## src/rtl/nvx_pkg.sv

```systemverilog
package nvx_pkg;

    typedef enum logic [2:0] {
        S_IDLE,
        S_GRACE,
        S_ERASE,
        S_PROG,
        S_CLEAR,
        S_COPY
    } nvx_state_e;

    typedef enum logic [2:0] {
        OP_NONE,
        OP_PU_RECALL,
        OP_AUTO_STORE,
        OP_SW_STORE,
        OP_SW_RECALL
    } nvx_op_e;

endpackage

```

## src/rtl/nvx_req_arb.sv

```systemverilog
module nvx_req_arb
    import nvx_pkg::*;
(
    input  logic    pu_pend,
    input  logic    vcc_ok,
    input  logic    dirty,
    input  logic    sw_store,
    input  logic    sw_recall,
    output nvx_op_e op
);
    // Priority: latched power-up recall, then the automatic store on power
    // loss, then software store (needs a healthy supply), then software recall.
    always_comb begin
        op = OP_NONE;
        if (pu_pend && vcc_ok) begin
            op = OP_PU_RECALL;
        end else if (!vcc_ok && dirty) begin
            op = OP_AUTO_STORE;
        end else if (sw_store && vcc_ok) begin
            op = OP_SW_STORE;
        end else if (sw_recall) begin
            op = OP_SW_RECALL;
        end
    end
endmodule

```

## src/rtl/nvx_seq.sv

```systemverilog
module nvx_seq
    import nvx_pkg::*;
#(
    parameter int GRACE_CYC   = 2,
    parameter int ERASE_CYC   = 4,
    parameter int PROG_CYC    = 6,
    parameter int CLEAR_CYC   = 3,
    parameter int COPY_CYC    = 5,
    parameter int PU_COPY_CYC = 8
) (
    input  logic       clk,
    input  logic       rst_n,
    input  nvx_op_e    op,
    input  logic       vcc_below_rst,
    input  logic       host_wr,
    output nvx_state_e state,
    output logic       pu_pend,
    output logic       dirty
);
    localparam int MAX_A  = (GRACE_CYC > ERASE_CYC) ? GRACE_CYC : ERASE_CYC;
    localparam int MAX_B  = (PROG_CYC > CLEAR_CYC) ? PROG_CYC : CLEAR_CYC;
    localparam int MAX_C  = (COPY_CYC > PU_COPY_CYC) ? COPY_CYC : PU_COPY_CYC;
    localparam int MAX_AB = (MAX_A > MAX_B) ? MAX_A : MAX_B;
    localparam int MAX_CY = (MAX_AB > MAX_C) ? MAX_AB : MAX_C;
    localparam int CNT_W  = (MAX_CY > 1) ? $clog2(MAX_CY) : 1;

    typedef struct packed {
        nvx_state_e       state;
        logic [CNT_W-1:0] cnt;
        logic             dirty;
        logic             pu_pend;
        logic             pu_run;
    } seq_t;

    seq_t seq_d, seq_q;

    always_comb begin
        seq_d = seq_q;
        unique case (seq_q.state)
            S_IDLE: begin
                if (host_wr) seq_d.dirty = 1'b1;
                unique case (op)
                    OP_PU_RECALL: begin
                        seq_d.state   = S_CLEAR;
                        seq_d.cnt     = CNT_W'(CLEAR_CYC - 1);
                        seq_d.pu_run  = 1'b1;
                        seq_d.pu_pend = 1'b0;
                    end
                    OP_AUTO_STORE: begin
                        seq_d.state = S_GRACE;
                        seq_d.cnt   = CNT_W'(GRACE_CYC - 1);
                    end
                    OP_SW_STORE: begin
                        seq_d.state = S_ERASE;
                        seq_d.cnt   = CNT_W'(ERASE_CYC - 1);
                    end
                    OP_SW_RECALL: begin
                        seq_d.state  = S_CLEAR;
                        seq_d.cnt    = CNT_W'(CLEAR_CYC - 1);
                        seq_d.pu_run = 1'b0;
                    end
                    default: ;
                endcase
            end
            S_GRACE: begin
                if (seq_q.cnt == '0) begin
                    seq_d.state = S_ERASE;
                    seq_d.cnt   = CNT_W'(ERASE_CYC - 1);
                end else begin
                    seq_d.cnt = seq_q.cnt - 1'b1;
                end
            end
            S_ERASE: begin
                if (seq_q.cnt == '0) begin
                    seq_d.state = S_PROG;
                    seq_d.cnt   = CNT_W'(PROG_CYC - 1);
                end else begin
                    seq_d.cnt = seq_q.cnt - 1'b1;
                end
            end
            S_CLEAR: begin
                if (seq_q.cnt == '0) begin
                    seq_d.state = S_COPY;
                    seq_d.cnt   = seq_q.pu_run ? CNT_W'(PU_COPY_CYC - 1)
                                               : CNT_W'(COPY_CYC - 1);
                end else begin
                    seq_d.cnt = seq_q.cnt - 1'b1;
                end
            end
            S_PROG, S_COPY: begin
                if (seq_q.cnt == '0) begin
                    seq_d.state  = S_IDLE;
                    seq_d.dirty  = 1'b0;
                    seq_d.pu_run = 1'b0;
                end else begin
                    seq_d.cnt = seq_q.cnt - 1'b1;
                end
            end
            default: seq_d.state = S_IDLE;
        endcase
        if (vcc_below_rst) seq_d.pu_pend = 1'b1;
    end

    always_ff @(posedge clk or negedge rst_n) begin
        if (!rst_n) begin
            seq_q <= '{state: S_IDLE, cnt: '0, dirty: 1'b0,
                       pu_pend: 1'b1, pu_run: 1'b0};
        end else begin
            seq_q <= seq_d;
        end
    end

    assign state   = seq_q.state;
    assign pu_pend = seq_q.pu_pend;
    assign dirty   = seq_q.dirty;
endmodule

```

## src/rtl/nv_xfer_ctrl.sv

```systemverilog
module nv_xfer_ctrl
    import nvx_pkg::*;
#(
    parameter int GRACE_CYC   = 2,
    parameter int ERASE_CYC   = 4,
    parameter int PROG_CYC    = 6,
    parameter int CLEAR_CYC   = 3,
    parameter int COPY_CYC    = 5,
    parameter int PU_COPY_CYC = 8
) (
    input  logic clk,
    input  logic rst_n,
    input  logic sw_store_req,
    input  logic sw_recall_req,
    input  logic vcc_above_sw,
    input  logic vcc_below_rst,
    input  logic host_wr,
    output logic st_erase,
    output logic st_prog,
    output logic rc_clear,
    output logic rc_copy,
    output logic busy,
    output logic out_dis
);
    nvx_op_e    op;
    nvx_state_e state;
    logic       pu_pend;
    logic       dirty;

    nvx_req_arb u_arb (
        .pu_pend   (pu_pend),
        .vcc_ok    (vcc_above_sw),
        .dirty     (dirty),
        .sw_store  (sw_store_req),
        .sw_recall (sw_recall_req),
        .op        (op)
    );

    nvx_seq #(
        .GRACE_CYC   (GRACE_CYC),
        .ERASE_CYC   (ERASE_CYC),
        .PROG_CYC    (PROG_CYC),
        .CLEAR_CYC   (CLEAR_CYC),
        .COPY_CYC    (COPY_CYC),
        .PU_COPY_CYC (PU_COPY_CYC)
    ) u_seq (
        .clk           (clk),
        .rst_n         (rst_n),
        .op            (op),
        .vcc_below_rst (vcc_below_rst),
        .host_wr       (host_wr),
        .state         (state),
        .pu_pend       (pu_pend),
        .dirty         (dirty)
    );

    assign st_erase = (state == S_ERASE);
    assign st_prog  = (state == S_PROG);
    assign rc_clear = (state == S_CLEAR);
    assign rc_copy  = (state == S_COPY);
    assign busy     = (state != S_IDLE);
    assign out_dis  = st_erase | st_prog | rc_clear | rc_copy;
endmodule

```

## config.mk

```make
export PLATFORM = sky130hd
export DESIGN_NAME = nv_xfer_ctrl
export DESIGN_NICKNAME = d
export VERILOG_FILES = /design/src/rtl/nvx_pkg.sv /design/src/rtl/nvx_req_arb.sv /design/src/rtl/nvx_seq.sv /design/src/rtl/nv_xfer_ctrl.sv
export SDC_FILE = /design/constraint.sdc
export NUM_CORES = 1
export LEC_CHECK = 0
export BUFFER_PORTS_ARGS = -buffer_cell sky130_fd_sc_hd__buf_4
export CAP_MARGIN = 0
export CORE_MARGIN = 10
export CORE_UTILIZATION = 35
export DETAILED_ROUTE_END_ITERATION = 8
export SLEW_MARGIN = 40
export SYNTH_ARGS = -nofsm -noshare
export SYNTH_HDL_FRONTEND = slang
export SYNTH_SLANG_ARGS = --single-unit
```

## constraint.sdc

```tcl
create_clock -name clk -period 2.05 [get_ports clk]
set_input_delay 0.5125 -clock clk [delete_from_list [all_inputs] [get_ports clk]]
set_output_delay 0.5125 -clock clk [all_outputs]
set_load 0.1 [all_outputs]
```

* After elaboration in Yosys (flattened, before gate mapping)
Index checks and enable logic that the tools add are counted.
** Cells by class
- $add $sub $neg :: 1
- Equality and inequality tests :: 17
- Muxes and demuxes :: 24
- Bitwise gates (word level) :: 3
- Reduce and logical (&&, ||, !) cells :: 18
** Operators with widths (number)
- 3-bit 2-to-1 mux :: 12
- 3-bit case mux with 5 select lines :: 2
- 6-bit case mux with 3 select lines :: 1
- 3-bit by 2-bit == test with 1-bit output (second input constant) :: 4
- 3-bit == test (second input constant) :: 3
- 3-bit AND reduction :: 3
- 2-bit by 1-bit != test with 1-bit output (second input constant) :: 4
- 3-bit by 1-bit == test with 1-bit output (second input constant) :: 2
- 3-bit logical NOT :: 2
- 1-bit case mux with 2 select lines :: 3
- 2-bit nonzero test :: 3
- 1-bit 2-to-1 mux :: 5
- 5-bit AND reduction :: 1
- 5-bit nonzero test :: 1
- 2-bit != test (second input constant) :: 2
- 4-bit != test (second input constant) :: 1
- 2-bit OR reduction :: 2
- 1-bit logical AND :: 3
- 3-bit != test (second input constant) :: 1
- 1-bit OR :: 3
- 3-bit nonzero test :: 1
- 3-bit by 1-bit subtractor with 3-bit output (second input constant) :: 1
- 2-bit 2-to-1 mux :: 1
- 2-bit AND reduction :: 1
- 1-bit logical NOT :: 1
** Word-level totals
- Register bits :: 9
- Output and inout port bits :: 6
- Logic and storage cells :: 68

* Logic depth before layout (Yosys ltp)
- Depth after elaboration :: 8
- Mapped depth :: 7

* By module
From an unflattened synthesis, not the netlist that was laid out.
** Second synthesis, totals
- Cells, all modules :: 89
- Area, all modules :: 775.7 um2
** By module, submodules not included
- nvx_seq :: times used 1, cells each 76, area an instance 678.2 um2
- nv_xfer_ctrl :: times used 1, cells each 6, area an instance 50.0 um2
- nvx_req_arb :: times used 1, cells each 7, area an instance 47.5 um2

* Worst setup path after synthesis
OpenSTA, ideal clock, no wires.
- Path type :: reg2out
- From :: register u_seq.seq_q, in the netlist u_seq.state[1]
- To :: output rc_clear
- Arrival :: 2.685 ns
- Data required time :: 1.537 ns
- Setup slack :: -1.148 ns
- Stages on the path, launching flop included :: 3
- Buffers on the path :: 1
- Cell sequence :: dfrtp_1 clkbuf_1 nor3_1
** On the way
- Word-level cells in the longest chain between the ends :: 1
** Ends and longest elaborated chain
- start: declaration :: line nvx_seq.sv:35 : seq_t seq_d, seq_q;
- start signal: assignment :: line nvx_seq.sv:106 : seq_q <= '{state: S_IDLE, cnt: '0, dirty: 1'b0,
- start signal: assignment :: line nvx_seq.sv:109 : seq_q <= seq_d;
- 3-bit == test :: line nv_xfer_ctrl.sv:59 : assign rc_clear = (state == S_CLEAR);
- end: declaration :: line nv_xfer_ctrl.sv:20 : output logic rc_clear,
Every way passes these cells.

* Worst setup path after layout
- From :: register u_seq.seq_q, in the netlist u_seq.state[1]
- To :: output busy
** On the way
- Word-level cells in the longest chain between the ends :: 1
** Ends and longest elaborated chain
- 3-bit nonzero test :: line nv_xfer_ctrl.sv:61 : assign busy = (state != S_IDLE);
- end: declaration :: line nv_xfer_ctrl.sv:22 : output logic busy,
Every way passes these cells.

==> reports/metrics.yaml <==
die_h_um: 65.14
max_slew_margin: 0.6509
critPathCaptureType: "primary output"
final_area_sq_um: 885.9
critPathCapture: "busy"
wire_per_inst_um: 13.34
cts_buffer_depth: 2
post_dp_cell_area_sq_um: 849.6
cts_tree: "built"
port_buffers: 12
crit_required_ns: 1.54
syn_area_per_cell_sq_um: 8.697
cp-startpoint: "u_seq.state[1]"
grt_antenna_before_repair: 0
grt_use_total: 0.08157
design.die.area_sq_um: 4243
num_vias: 676
syn_area_sq_um: 713.2
cp.arrival_ns: 1.46
yosys_warnings: 0
final_common_cell: "buf_4"
drtPass1Iterations: 4
grt_pass1_vias: 629
status: "complete, no violations"
cp_slowest_stage_delay_ns: 0.56
hold_class: "in -> async"
netlist_instances: 82
grt_max_degree: 14
crit_slowest_cell: "dfrtp_1"
synth.ff_latch_count: 9
synthDistinctLibCells: 38
die_w_um: 65.14
drive_above_1_share: 0.3673
setup_violations: 0
path_max_fanout: 13
clk_pin_slew_ns: 0.06
clkSinkCount: 9
postCtsHoldBufs: 0
dp.cells: 120
drtIter0Drc: 34
worst_slew_pin_slew_ns: 0.5237
fin_cells: 125
fmaxAchievable_ghz: 0.5059
min_period_over_period: 0.9643
fin_util: 0.4562
synthesis.nets: 91
grt-ovfl-total: 0
reg2reg_depth: 7
htreeDepth: 1
rr_endpoint: "u_seq.seq_q[5]"
timing.rr.start: "u_seq.seq_q[3]"
cp_cell_sequence: "nor3_4 -> inv_1 -> buf_4"
tns_ns: 0
rows: 16
drv_slew: 0
fin_crit_ns: 1.977
grt_pass1_wl_um: 2829
routed_wl_um: 1668
final_cell_mix: "buf_4 (15), a21oi_1 (7)"
maxCapViolCount: 0
start_kind: "register"
dp_hpwl_um: 1328
vias_per_cell: 5.408
core_area_sq_um: 1942
synth_seq_area_share: 0.3175
ios: 13
clkLatencyLatePin_ns: 0.25
diodes: 0
area_delta_synth_final_pct: 24.21
nets: 108
antenna_left: 0
routabilityCongestion: 0.8045
drc: 0
critPathKind: "reg -> out"
hold_viol: 0
r2r_slack_ns: 0.24
numCtsBuffers: 3
clock_tree.root_cell: "clkbuf_4"
initial_utilization: 0.3673
skew_ns: 0.005980
-- through the flow --
stage / hold WS, ns / setup WS [ns]
after CTS: 0.05855 / 0.04476
after global placement: 0.3378 / 0.2199
after global routing: 0.05810 / -0.001866
final: 0.06359 / 0.07313
after detailed placement: 0.3361 / 0.2067
after floorplan: 0.2169 / -0.3242
-- final cells by class --
type,count,area [sq um]
clock buffers,4,26.28
fillers,188,1056
inverters,6,22.52
multi-input cells,64,461.7
flip-flops and latches,9,229.0
well taps,27,33.78
repair buffers,15,112.6
-- critical path: cells and delay by family, from the launching register on --
kind                   cells  cell delay [ns]
buffers and inverters      2             0.32
DFF                        1             0.56
and+or+nand+nor            1             0.33
-- how the worst min path moves through the flow --
stage,start,endpoint,slack [ns]
after floorplan,rst_n,u_seq.dirty,0.22
after global placement,rst_n,u_seq.state[1],0.34
after detailed placement,rst_n,u_seq.state[1],0.34
after CTS,rst_n,u_seq.dirty,0.06
after global routing,rst_n,u_seq.dirty,0.06
final,rst_n,u_seq.dirty,0.06
-- metal layers --
layer,wire length [um],global-route usage,up-vias
li1,-,-,332
met1,713,0.09854,307
met2,794,0.1293,33
met3,131,0.01864,4
met4,27,0.04813,0
met5,0,0,-
-- cell families (layout without fill, tap and decap cells) --
family | after synthesis | count (layout) | synth area share
AOI/OAI and AO/OA | 27 | 27 | 0.2719
xor gates and xnor gates | 1 | 1 | 0.01228
adders and majority gates | 2 | 2 | 0.03508
buffers and inverters | 9 | 25 | 0.06315
DFF | 9 | 9 | 0.3175
muxes | 4 | 4 | 0.05790
and+or+nand+nor | 30 | 30 | 0.2421
-- synthesized netlist by cell type --
cell type,number,share of area
buf_6,1,0.016
clkbuf_1,1,0.0053
o21a_1,1,0.011
nor3_1,5,0.035
inv_1,6,0.032
nand3b_1,1,0.011
nor2b_1,1,0.0088
mux2_2,1,0.016
nand2b_1,1,0.0088
buf_4,1,0.011
nor2_1,4,0.021
and3_1,2,0.018
a31o_2,1,0.012
xor2_1,1,0.012
nand3_1,4,0.028
nor2b_2,1,0.012
and2_2,1,0.011
o22a_1,1,0.012
nand2_1,6,0.032
a21o_1,3,0.032
or2_4,1,0.012
nor3_4,1,0.023
a2111oi_0,1,0.012
or2b_2,1,0.012
a31oi_2,1,0.018
o32ai_2,1,0.023
a221oi_1,1,0.012
o21ai_0,6,0.042
a211oi_1,1,0.011
a32o_1,1,0.014
ha_1,2,0.035
a32oi_1,1,0.012
dfrtp_1,8,0.28
mux2i_1,3,0.042
nor3b_1,1,0.011
a21oi_2,1,0.012
dfstp_2,1,0.037
a21oi_1,7,0.049
-- repair_timing --
action / 4_1_cts / 5_1_grt
resized for setup: 1 / 1
buffers inserted: 0 / 1
pin swaps: 0 / 1
cloned: 0 / 0
endpoints found under the hold margin: 0 / 0
endpoints found under the setup margin: 2 / 2
-- sequential cells by signal (all words and copies together), names as in the netlist --
signal         count
u_seq.seq_q        4
u_seq.state        3
u_seq.dirty        1
u_seq.pu_pend      1
Power is not shown: default switching activity piles up to over one toggle a cycle in this logic, so the estimate is an artifact.
